$ cat src/rtl/dac_evt_pkg.sv
// Package: register offsets and flag positions shared by the DAC controller.
// Assumes a 3-bit register offset and a 16-bit bus.
package dac_evt_pkg;
    localparam int ADDR_W  = 3;
    localparam int BUS_W   = 16;
    localparam int FLAG_N  = 3;

    localparam logic [ADDR_W-1:0] OFS_CODE  = 3'd0;
    localparam logic [ADDR_W-1:0] OFS_STAGE = 3'd1;
    localparam logic [ADDR_W-1:0] OFS_EVCFG = 3'd2;
    localparam logic [ADDR_W-1:0] OFS_ENSET = 3'd3;
    localparam logic [ADDR_W-1:0] OFS_ENCLR = 3'd4;
    localparam logic [ADDR_W-1:0] OFS_FLAGS = 3'd5;
    localparam logic [ADDR_W-1:0] OFS_STAT  = 3'd6;

    // flag bit positions
    localparam int FL_DRAIN  = 0;
    localparam int FL_STARVE = 1;
    localparam int FL_SYNC   = 2;

    localparam logic [FLAG_N-1:0] FLAG_RST = 3'b001;
endpackage

$ cat src/rtl/dac_sync_tracker.sv
// Module: models the data-write synchronization stage.
// An accepted write loads a down-counter. Busy is high while it is nonzero,
// and done pulses on the edge where it reaches zero.
// Assumes start is only asserted while busy is low.
module dac_sync_tracker #(
    parameter int SYNC_CYC = 3
) (
    input  logic clk,
    input  logic rst_n,
    input  logic start,
    output logic busy,
    output logic done
);
    localparam int CNT_W = $clog2(SYNC_CYC + 1);

    logic [CNT_W-1:0] cnt_q;

    // Load on accepted write, otherwise count down to zero.
    always_ff @(posedge clk) begin
        if (!rst_n)
            cnt_q <= '0;
        else if (start)
            cnt_q <= CNT_W'(SYNC_CYC);
        else if (cnt_q != '0)
            cnt_q <= cnt_q - 1'b1;
    end

    assign busy = (cnt_q != '0);
    assign done = (cnt_q == CNT_W'(1)) && !start;

    a_r7_cnt_bound: assert property (@(posedge clk) disable iff (!rst_n)
        cnt_q <= CNT_W'(SYNC_CYC));
    a_r8_no_start_when_busy: assert property (@(posedge clk) disable iff (!rst_n)
        start |-> !busy);
    a_r7_window_loaded: assert property (@(posedge clk) disable iff (!rst_n)
        start |=> busy);
endmodule

$ cat src/rtl/dac_code_path.sv
// Module: active converter code, one-entry staging slot and drain strobe.
// A direct write beats a slot transfer for the code. A staged write refills the
// slot after any same-cycle transfer, so the slot then stays full.
module dac_code_path #(
    parameter int DATA_W = 10
) (
    input  logic              clk,
    input  logic              rst_n,
    input  logic              code_wr,
    input  logic              stage_wr,
    input  logic [DATA_W-1:0] wr_val,
    input  logic              evt_in,
    input  logic              trig_en,
    input  logic              emit_en,
    output logic [DATA_W-1:0] code_q,
    output logic [DATA_W-1:0] stage_q,
    output logic              drain_set,
    output logic              starve_set,
    output logic              evt_out
);
    logic full_q;
    logic fire;

    assign fire       = evt_in && trig_en;
    assign drain_set  = fire && full_q && !stage_wr;
    assign starve_set = fire && !full_q;

    // Active code: direct write first, then transfer from the slot.
    always_ff @(posedge clk) begin
        if (!rst_n)
            code_q <= '0;
        else if (code_wr)
            code_q <= wr_val;
        else if (fire && full_q)
            code_q <= stage_q;
    end

    // Staging slot contents and occupancy.
    always_ff @(posedge clk) begin
        if (!rst_n) begin
            stage_q <= '0;
            full_q  <= 1'b0;
        end else if (stage_wr) begin
            stage_q <= wr_val;
            full_q  <= 1'b1;
        end else if (fire) begin
            full_q  <= 1'b0;
        end
    end

    // Registered one-cycle strobe on entry into the empty state.
    always_ff @(posedge clk) begin
        if (!rst_n)
            evt_out <= 1'b0;
        else
            evt_out <= drain_set && emit_en;
    end

    a_r5_starve_holds_code: assert property (@(posedge clk) disable iff (!rst_n)
        (fire && !full_q && !code_wr) |=> $stable(code_q));
    a_r4_transfer_loads: assert property (@(posedge clk) disable iff (!rst_n)
        (fire && full_q && !code_wr) |=> (code_q == $past(stage_q)));
    a_r4_single_pulse: assert property (@(posedge clk) disable iff (!rst_n)
        evt_out |=> !evt_out);
    a_r11_no_emit: assert property (@(posedge clk) disable iff (!rst_n)
        !emit_en |=> !evt_out);
    a_r6_trig_off: assert property (@(posedge clk) disable iff (!rst_n)
        (!trig_en && !code_wr && !stage_wr) |=> ($stable(code_q) && $stable(full_q)));
endmodule

$ cat src/rtl/dac_irq_unit.sv
// Module: sticky flags with write-one-to-clear, set/clear enables and the irq line.
// A set in the same cycle as a clear wins.
module dac_irq_unit #(
    parameter int FLAG_N = 3,
    parameter logic [FLAG_N-1:0] FLAG_RST = '0
) (
    input  logic              clk,
    input  logic              rst_n,
    input  logic [FLAG_N-1:0] set_vec,
    input  logic [FLAG_N-1:0] clr_vec,
    input  logic [FLAG_N-1:0] en_set,
    input  logic [FLAG_N-1:0] en_clr,
    output logic [FLAG_N-1:0] flags_q,
    output logic [FLAG_N-1:0] enab_q,
    output logic              irq
);
    // Per-flag update, generated for each source.
    for (genvar i = 0; i < FLAG_N; i++) begin : g_flag
        always_ff @(posedge clk) begin
            if (!rst_n)
                flags_q[i] <= FLAG_RST[i];
            else if (set_vec[i])
                flags_q[i] <= 1'b1;
            else if (clr_vec[i])
                flags_q[i] <= 1'b0;
        end
    end

    // Enable mask: set register ORs in, clear register masks out.
    always_ff @(posedge clk) begin
        if (!rst_n)
            enab_q <= '0;
        else
            enab_q <= (enab_q | en_set) & ~en_clr;
    end

    assign irq = |(flags_q & enab_q);

    a_r9_w1c: assert property (@(posedge clk) disable iff (!rst_n)
        (|(clr_vec & ~set_vec)) |=> ((flags_q & $past(clr_vec & ~set_vec)) == '0));
    a_r9_set_wins: assert property (@(posedge clk) disable iff (!rst_n)
        (|set_vec) |=> ((flags_q & $past(set_vec)) == $past(set_vec)));
    a_r10_irq_quiet: assert property (@(posedge clk) disable iff (!rst_n)
        (enab_q == '0) |-> !irq);
endmodule

$ cat src/rtl/dac_evt_ctrl.sv
// Module: top of the event-paced DAC code controller.
// Decodes the register bus, gates data writes by the sync busy window and
// wires the code path, sync tracker and interrupt unit together.
// Read data is combinational on bus_addr.
module dac_evt_ctrl
    import dac_evt_pkg::*;
#(
    parameter int DATA_W   = 10,
    parameter int SYNC_CYC = 3
) (
    input  logic              clk,
    input  logic              rst_n,
    input  logic              bus_wen,
    input  logic [ADDR_W-1:0] bus_addr,
    input  logic [BUS_W-1:0]  bus_wdata,
    output logic [BUS_W-1:0]  bus_rdata,
    input  logic              evt_in,
    output logic              evt_out,
    output logic              irq,
    output logic [DATA_W-1:0] dac_code
);
    logic              busy, sync_done;
    logic              code_wr, stage_wr;
    logic [1:0]        evcfg_q;
    logic [DATA_W-1:0] stage_q;
    logic              drain_set, starve_set;
    logic [FLAG_N-1:0] set_vec, clr_vec, en_set, en_clr, flags_q, enab_q;

    assign code_wr  = bus_wen && (bus_addr == OFS_CODE)  && !busy;
    assign stage_wr = bus_wen && (bus_addr == OFS_STAGE) && !busy;

    // Event configuration: bit0 trigger enable, bit1 strobe output enable.
    always_ff @(posedge clk) begin
        if (!rst_n)
            evcfg_q <= '0;
        else if (bus_wen && bus_addr == OFS_EVCFG)
            evcfg_q <= bus_wdata[1:0];
    end

    dac_sync_tracker #(.SYNC_CYC(SYNC_CYC)) u_sync (
        .clk   (clk),
        .rst_n (rst_n),
        .start (code_wr || stage_wr),
        .busy  (busy),
        .done  (sync_done)
    );

    dac_code_path #(.DATA_W(DATA_W)) u_path (
        .clk        (clk),
        .rst_n      (rst_n),
        .code_wr    (code_wr),
        .stage_wr   (stage_wr),
        .wr_val     (bus_wdata[DATA_W-1:0]),
        .evt_in     (evt_in),
        .trig_en    (evcfg_q[0]),
        .emit_en    (evcfg_q[1]),
        .code_q     (dac_code),
        .stage_q    (stage_q),
        .drain_set  (drain_set),
        .starve_set (starve_set),
        .evt_out    (evt_out)
    );

    always_comb begin
        set_vec            = '0;
        set_vec[FL_DRAIN]  = drain_set;
        set_vec[FL_STARVE] = starve_set;
        set_vec[FL_SYNC]   = sync_done;
    end

    assign clr_vec = (bus_wen && bus_addr == OFS_FLAGS) ? bus_wdata[FLAG_N-1:0] : '0;
    assign en_set  = (bus_wen && bus_addr == OFS_ENSET) ? bus_wdata[FLAG_N-1:0] : '0;
    assign en_clr  = (bus_wen && bus_addr == OFS_ENCLR) ? bus_wdata[FLAG_N-1:0] : '0;

    dac_irq_unit #(.FLAG_N(FLAG_N), .FLAG_RST(FLAG_RST)) u_irq (
        .clk     (clk),
        .rst_n   (rst_n),
        .set_vec (set_vec),
        .clr_vec (clr_vec),
        .en_set  (en_set),
        .en_clr  (en_clr),
        .flags_q (flags_q),
        .enab_q  (enab_q),
        .irq     (irq)
    );

    // Register readback multiplexer.
    always_comb begin
        bus_rdata = '0;
        case (bus_addr)
            OFS_CODE:  bus_rdata[DATA_W-1:0] = dac_code;
            OFS_STAGE: bus_rdata[DATA_W-1:0] = stage_q;
            OFS_EVCFG: bus_rdata[1:0]        = evcfg_q;
            OFS_ENSET,
            OFS_ENCLR: bus_rdata[FLAG_N-1:0] = enab_q;
            OFS_FLAGS: bus_rdata[FLAG_N-1:0] = flags_q;
            OFS_STAT:  bus_rdata[0]          = busy;
            default:   bus_rdata             = '0;
        endcase
    end

    a_r8_busy_drops_stage: assert property (@(posedge clk) disable iff (!rst_n)
        (bus_wen && bus_addr == OFS_STAGE && busy) |=> $stable(stage_q));
    a_r8_busy_drops_code: assert property (@(posedge clk) disable iff (!rst_n)
        (bus_wen && bus_addr == OFS_CODE && busy && !evt_in) |=> $stable(dac_code));
endmodule

$ cat config.mk
export PLATFORM = sky130hd
export DESIGN_NAME = dac_evt_ctrl
export DESIGN_NICKNAME = d
export VERILOG_FILES = /design/src/rtl/dac_evt_pkg.sv /design/src/rtl/dac_sync_tracker.sv /design/src/rtl/dac_code_path.sv /design/src/rtl/dac_irq_unit.sv /design/src/rtl/dac_evt_ctrl.sv
export SDC_FILE = /design/constraint.sdc
export NUM_CORES = 1
export LEC_CHECK = 0
export ABC_AREA = 1
export BUFFER_PORTS_ARGS = -buffer_cell sky130_fd_sc_hd__buf_2
export CORE_ASPECT_RATIO = 1.1
export CORE_UTILIZATION = 47
export DETAILED_ROUTE_END_ITERATION = 8
export PLACE_DENSITY = 0.79
export REMOVE_ABC_BUFFERS = 1
export SYNTH_ARGS = -nofsm -noshare
export SYNTH_HDL_FRONTEND = slang
export SYNTH_HIERARCHICAL = 1
export SYNTH_SLANG_ARGS = --single-unit
$ cat constraint.sdc
create_clock -name clk -period 1.5 [get_ports clk]
set_clock_uncertainty 0.1 [all_clocks]
set_input_delay 0.15 -clock clk [delete_from_list [all_inputs] [get_ports clk]]
set_output_delay 0.15 -clock clk [all_outputs]
set_load 0.02 [all_outputs]
==> results of run 1 <==
## synth_stat cells (all sizes together)
cell type / n / area, µm²
dfxtp: 32 / 641
ha: 2 / 25.0
nor2: 59 / 229
buf: 20 / 148
nand3b: 1 / 7.51
o21ai: 11 / 55.1
clkinv: 1 / 5.00
clkbuf: 1 / 5.00
nand4: 9 / 56.3
conb: 1 / 3.75
nand2: 84 / 315
nand3: 29 / 200
nor3: 4 / 46.3
or2: 1 / 6.26
a21oi: 15 / 78.8
inv: 35 / 136
## worst min-delay path by stage
stage | start | endpoint | slack [ns] | depth (start not counted)
2_1_floorplan | rst_n | u_sync/cnt_q[0] | 0.15 | 2
3_3_place_gp | bus_wdata[5] | u_path/stage_q[5] | 0.29 | 3
3_5_place_dp | bus_wdata[9] | u_path/stage_q[9] | 0.29 | 3
4_1_cts | bus_wdata[5] | u_path/stage_q[5] | 0.01 | 3
5_1_grt | bus_wdata[7] | u_path/stage_q[7] | 0.05 | 3
6_report | bus_wdata[0] | u_path/stage_q[0] | 0.01 | 3
## sequential cells by signal (all words and copies together), names as in the netlist
signal          count
evcfg_q             2
u_irq/enab_q        3
u_irq/flags_q       3
u_path/code_q      10
u_path/evt_out      1
u_path/full_q       1
u_path/stage_q     10
u_sync/cnt_q        2
## tightest hold or removal path, delay by kind of cell
| kind | cells | cell delay, ns |
|---|---|---|
| AND/OR/NAND/NOR | 2 | 0.12 |
| buffers and inverters | 1 | 0.11 |
## per-layer routing
metal	GRT usage	part of all wire	up-vias
li1	-	-	1058
met1	0.319	0.43	995
met2	0.443	0.51	67
met3	0.0543	0.052	6
met4	0.0909	0.012	0
met5	0	0	-
## timing repair
action	in CTS	in global routing
pin swaps	18	3
endpoints found under the setup margin	24	27
hold buffers	5	0
gates resized for setup	41	6
hold endpoints to repair	5	0
setup buffers	3	1
cloned	2	0
## cell type report
class / count / share of cell area
tap: 52 / 0.0250
inverter: 36 / 0.0568
timing repair buffer: 70 / 0.200
clock buffer: 6 / 0.0279
clock inverter: 1 / 0.00192
multi-input combinational: 221 / 0.441
sequential: 32 / 0.247
## logic make-up after synthesis
logic type,count (synthesis),share of synthesized area
and+or+nand+nor,187,0.440
buffers and inverters,57,0.150
DFF,32,0.327
AOI/OAI and AO/OA,26,0.0684
adders and majority gates,2,0.0128
other,1,0.00192
## where the power goes
group | switching, mW | internal, mW | total [mW]
Clock | 0.316 | 0.315 | 0.631
Sequential | 0.0586 | 0.926 | 0.984
Combinational | 0.440 | 0.397 | 0.837
Total | 0.815 | 1.64 | 2.45
==> impl_metrics.tcl, run 1 <==
set metrics [dict create \
    yosysUniqueCellTypes 24 \
    cp_data_required_time_ns 1.58 \
    synth_seq_area_share 0.327 \
    finalNetCount 391 \
    place_inst 400 \
    p_per_area_nw_per_um2 943 \
    cts_max_path_buffers 2 \
    drt-pass1-iter-count 5 \
    layout-drive-gt1-share 0.325 \
    final_util 0.656 \
    area_growth_syn_to_layout_pct 32.8 \
    setup.worst_path.start_class "flip-flop" \
    mostFrequentLayoutCell "nand2_1" \
    portBuffers 38 \
    drc_errors 0 \
    dieArea_um2 4430 \
    totalWireLength_um 5400 \
    cts_root_buf "clkbuf_8" \
    cts_tree "done" \
    gp_congestion 0.904 \
    critPathTopFamily "simple AND/OR/NAND/NOR gates" \
    ios 51 \
    worstPathMaxFanout 5 \
    vdd_drop_max_v 0.000731 \
    rows 24 \
    hold_slack_ns 0.0140 \
    post_drt_via_cell_ratio 5.09 \
    rsz0062_at_grt "true" \
    max_freq_ghz 0.596 \
    clock_sinks 32 \
    final_cell_mix "nand2_1, nor2_1, buf_2, dfxtp_1, inv_1" \
    failed_checks "setup timing" \
    fin_cells 418 \
    cp_cell_sequence "inv_2 -> ha_4 -> inv_2 -> or2_4 -> buf_6 -> nor2_4 -> buf_6 -> nor2_4 -> nor2_1 -> o21ai_1" \
    grt_pass1_vias 1988 \
    cp-endpoint "u_irq/flags_q[0]" \
    place_area_um2 2250 \
    final_max_slew_viol_count 0 \
    drt_iter0_drc 121 \
    fin_area_um2 2600 \
    grt_max_degree 21 \
    p_leak_nw 1.40 \
    drtAntennaViolNets 0 \
    grt_pass1_wl_um 8960 \
    initial_core_util 0.494 \
    cp_num_cells 10 \
    slowest_stage "dfxtp_2" \
    worst-path-buf-inv 4 \
    postSynthAreaPerCell_um2 6.42 \
    antennaDiodeCount 0 \
    wl_per_cell_um 12.9 \
    syn_inst 305 \
    min_period_ns 1.68 \
    worstHoldPathType "in -> reg" \
    fin_tns_setup_ns -3.21 \
    clock_latency_ns 0.29 \
    multi_input_area_um2 1150 \
    h-tree-depth 2 \
    reg2reg_to "u_irq/flags_q[0]" \
    antenna_found_initial 0 \
    cpPeakStageDelay_ns 0.33 \
    dieHeight_um 69.7 \
    critPathKind "reg -> reg" \
    track_usage 0.260 \
    numCtsBuffers 5 \
    cp.arrival_ns 1.75 \
    maxCapViolations 0 \
    timing.final.ws_setup_ns -0.177 \
    power_mw 2.45 \
    startpoint "u_sync/cnt_q[1]" \
    pre_cts_ws_ns -0.264 \
    r2r.worst_path.cells 10 \
    via_count 2126 \
    crit_path_end_kind "flip-flop" \
    hold_violations 0 \
    fin_crit_sh 1.12 \
    die_w_um 63.5 \
    register_area_um2 642 \
    hpwl_um 3470 \
    r2r-start "u_sync/cnt_q[1]" \
    rrSetupSlack_ns -0.18 \
    setup_viol 27 \
    core_um2 3960 \
    syn_area_um2 1960 \
    status "finished, violations left" \
    synth.ff_latch_count 32 \
    n_fill_cell 366 \
    yosys_warnings 6 \
    clk_pin_slew_worst_paths_ns 0.07 \
    grt-ovfl-total 0 \
]
Note: power is estimated with default switching activity, not from simulation.
==> run 2, diff against run 1 <==
--- a/config.mk
+++ b/config.mk
@@ -7,10 +7,12 @@
 export LEC_CHECK = 0
 export ABC_AREA = 1
 export BUFFER_PORTS_ARGS = -buffer_cell sky130_fd_sc_hd__buf_2
+export CELL_PAD_IN_SITES_DETAIL_PLACEMENT = 2
+export CELL_PAD_IN_SITES_GLOBAL_PLACEMENT = 2
 export CORE_ASPECT_RATIO = 1.1
-export CORE_UTILIZATION = 47
+export CORE_UTILIZATION = 25
 export DETAILED_ROUTE_END_ITERATION = 8
-export PLACE_DENSITY = 0.79
+export PLACE_DENSITY = 0.8
 export REMOVE_ABC_BUFFERS = 1
 export SYNTH_ARGS = -nofsm -noshare
 export SYNTH_HDL_FRONTEND = slang
==> run 2 against run 1 <==
Routed wire length is 40% higher; sequential cell count unchanged; the flow still finishes with violations (setup timing); sequential share of layout area is 0.93 points lower; register-to-register slack got worse by 0.03 ns; power is 11% higher; via count increased by 2.4%; critical path type unchanged.
==> impl_metrics.tcl, run 2 (synthesis results as in run 1) <==
set metrics [dict create \
    grt_pass1_vias 2263 \
    drt_iter0_drc 33 \
    hpwl_um 5170 \
    min_period_ns 1.71 \
    die_w_um 86.4 \
    gp_congestion 0.782 \
    rrSetupSlack_ns -0.21 \
    r2r.worst_path.cells 11 \
    vdd_drop_max_v 0.000385 \
    top_regs "u_path/code_q: 10 flops, u_path/stage_q: 10 flops" \
    startpoint "u_sync/cnt_q[1]" \
    drtAntennaViolNets 0 \
    initial_core_util 0.261 \
    n_fill_cell 943 \
    clk_pin_slew_worst_paths_ns 0.07 \
    worstHoldPathType "in -> reg" \
    wl_per_cell_um 16.2 \
    cts_tree "done" \
    p_leak_nw 1.39 \
    status "finished, violations left" \
    final_max_slew_viol_count 0 \
    p_per_area_nw_per_um2 1010 \
    finalNetCount 386 \
    h-tree-depth 2 \
    drc_errors 0 \
    pwr-share-clk 0.349 \
    post_drt_via_cell_ratio 4.66 \
    cp.arrival_ns 1.80 \
    totalWireLength_um 7580 \
    setup_viol 24 \
    max_freq_ghz 0.586 \
    worstPathMaxFanout 4 \
    dieArea_um2 8190 \
    core_um2 7510 \
    cp_data_required_time_ns 1.59 \
    maxCapViolations 0 \
    numCtsBuffers 5 \
    power_mw 2.73 \
    p_switching_mw 0.891 \
    grt_pass1_wl_um 11200 \
    hold_violations 0 \
    track_usage 0.181 \
    ios 51 \
    seq_power_share 0.362 \
    clock_latency_ns 0.30 \
    grt-ovfl-total 0 \
    hold_slack_ns 0.0135 \
    rows 33 \
    pwr-share-comb 0.289 \
    cts_max_path_buffers 2 \
    timing.final.ws_setup_ns -0.206 \
    antenna_found_initial 0 \
    r2r-start "u_sync/cnt_q[1]" \
    critPathKind "reg -> reg" \
    rsz0062_at_grt "true" \
    pre_cts_ws_ns -0.400 \
    dieHeight_um 94.8 \
    crit_path_end_kind "flip-flop" \
    final_util 0.359 \
    failed_checks "setup timing" \
    clock_sinks 32 \
    area_growth_syn_to_layout_pct 38.0 \
    mostFrequentLayoutCell "nand2_1" \
    reg2reg_to "u_path/code_q[2]" \
    via_count 2176 \
    cts_root_buf "clkbuf_8" \
    grt_max_degree 20 \
    sw_frac_of_total 0.326 \
    setup.worst_path.start_class "flip-flop" \
    portBuffers 38 \
    cp-endpoint "u_path/code_q[2]" \
    final_cell_mix "nand2_1, nor2_1, buf_2, dfxtp_1, inv_1" \
    antennaDiodeCount 0 \
    layout-drive-gt1-share 0.354 \
    fin_crit_sh 1.14 \
    p_int_mw 1.84 \
    drt-pass1-iter-count 4 \
]
run 2: power groups by stage:
stage / clock, mW / sequential (mW) / combinational, mW
final: 0.954 / 0.988 / 0.788
after floorplan: 0 / 1.01 / 0.334
after global placement: 0 / 0.995 / 0.603
after CTS: 0.972 / 0.986 / 0.729
after detailed placement: 0 / 0.999 / 0.646
after global routing: 1.01 / 0.996 / 0.864
run 2: stage by stage:
| stage | TNS [ns] | instance area (µm²) | instances |
|---|---|---|---|
| finish | -3.19 | 2700 | 467 |
| global route | -5.01 | 2700 | 467 |
| CTS | -3.67 | 2570 | 463 |
| detailed placement | -7.35 | 2330 | 452 |
| global placement | -4.13 | 2330 | 452 |
| floorplan | -9.92 | 1820 | 289 |
run 2: how the worst min path moves through the flow:
stage | startpoint | to | slack [ns] | cells after the start
after CTS | bus_wdata[7] | u_path/stage_q[7] | 0.005 | 3
after detailed placement | bus_wdata[5] | u_path/stage_q[5] | 0.31 | 3
after global placement | bus_wdata[8] | u_path/stage_q[8] | 0.29 | 3
after floorplan | rst_n | u_sync/cnt_q[0] | 0.15 | 2
after global routing | bus_wdata[4] | u_path/stage_q[4] | 0.008 | 3
final | bus_wdata[4] | u_path/stage_q[4] | 0.01 | 3
run 2: routing by layer:
layer	up-vias	part of all wire	track usage
met5	-	0	0
met3	9	0.027	0.0262
met1	1079	0.41	0.204
li1	1050	-	-
met2	38	0.54	0.349
met4	0	0.017	0.0542
run 2: final cells by class:
cell class,count,area [µm²],share of cell area
multi-input cells,221,1170,0.434
flip-flops and latches,32,642,0.238
repair buffers,65,479,0.177
inverters,36,151,0.0560
well taps,105,131,0.0486
clock buffers,7,96.3,0.0357
clock inverters,1,30.0,0.0111
run 2: repair_timing:
action,4_1_cts,5_1_grt
endpoints found under the hold margin,2,1
gates resized for setup,23,36
endpoints found under the setup margin,26,26
buffers inserted,0,3
cloned,1,0
pin swaps,7,12
hold buffers,2,1
run 2: critical path, cell delays in order (launching register included):
cell,delay [ns]
dfxtp_2,0.33
inv_2,0.08
ha_4,0.15
inv_2,0.04
or2_4,0.26
nor2_4,0.14
inv_4,0.07
buf_4,0.16
nand2_1,0.06
nand2_1,0.06
a21oi_2,0.11
nor2_1,0.05
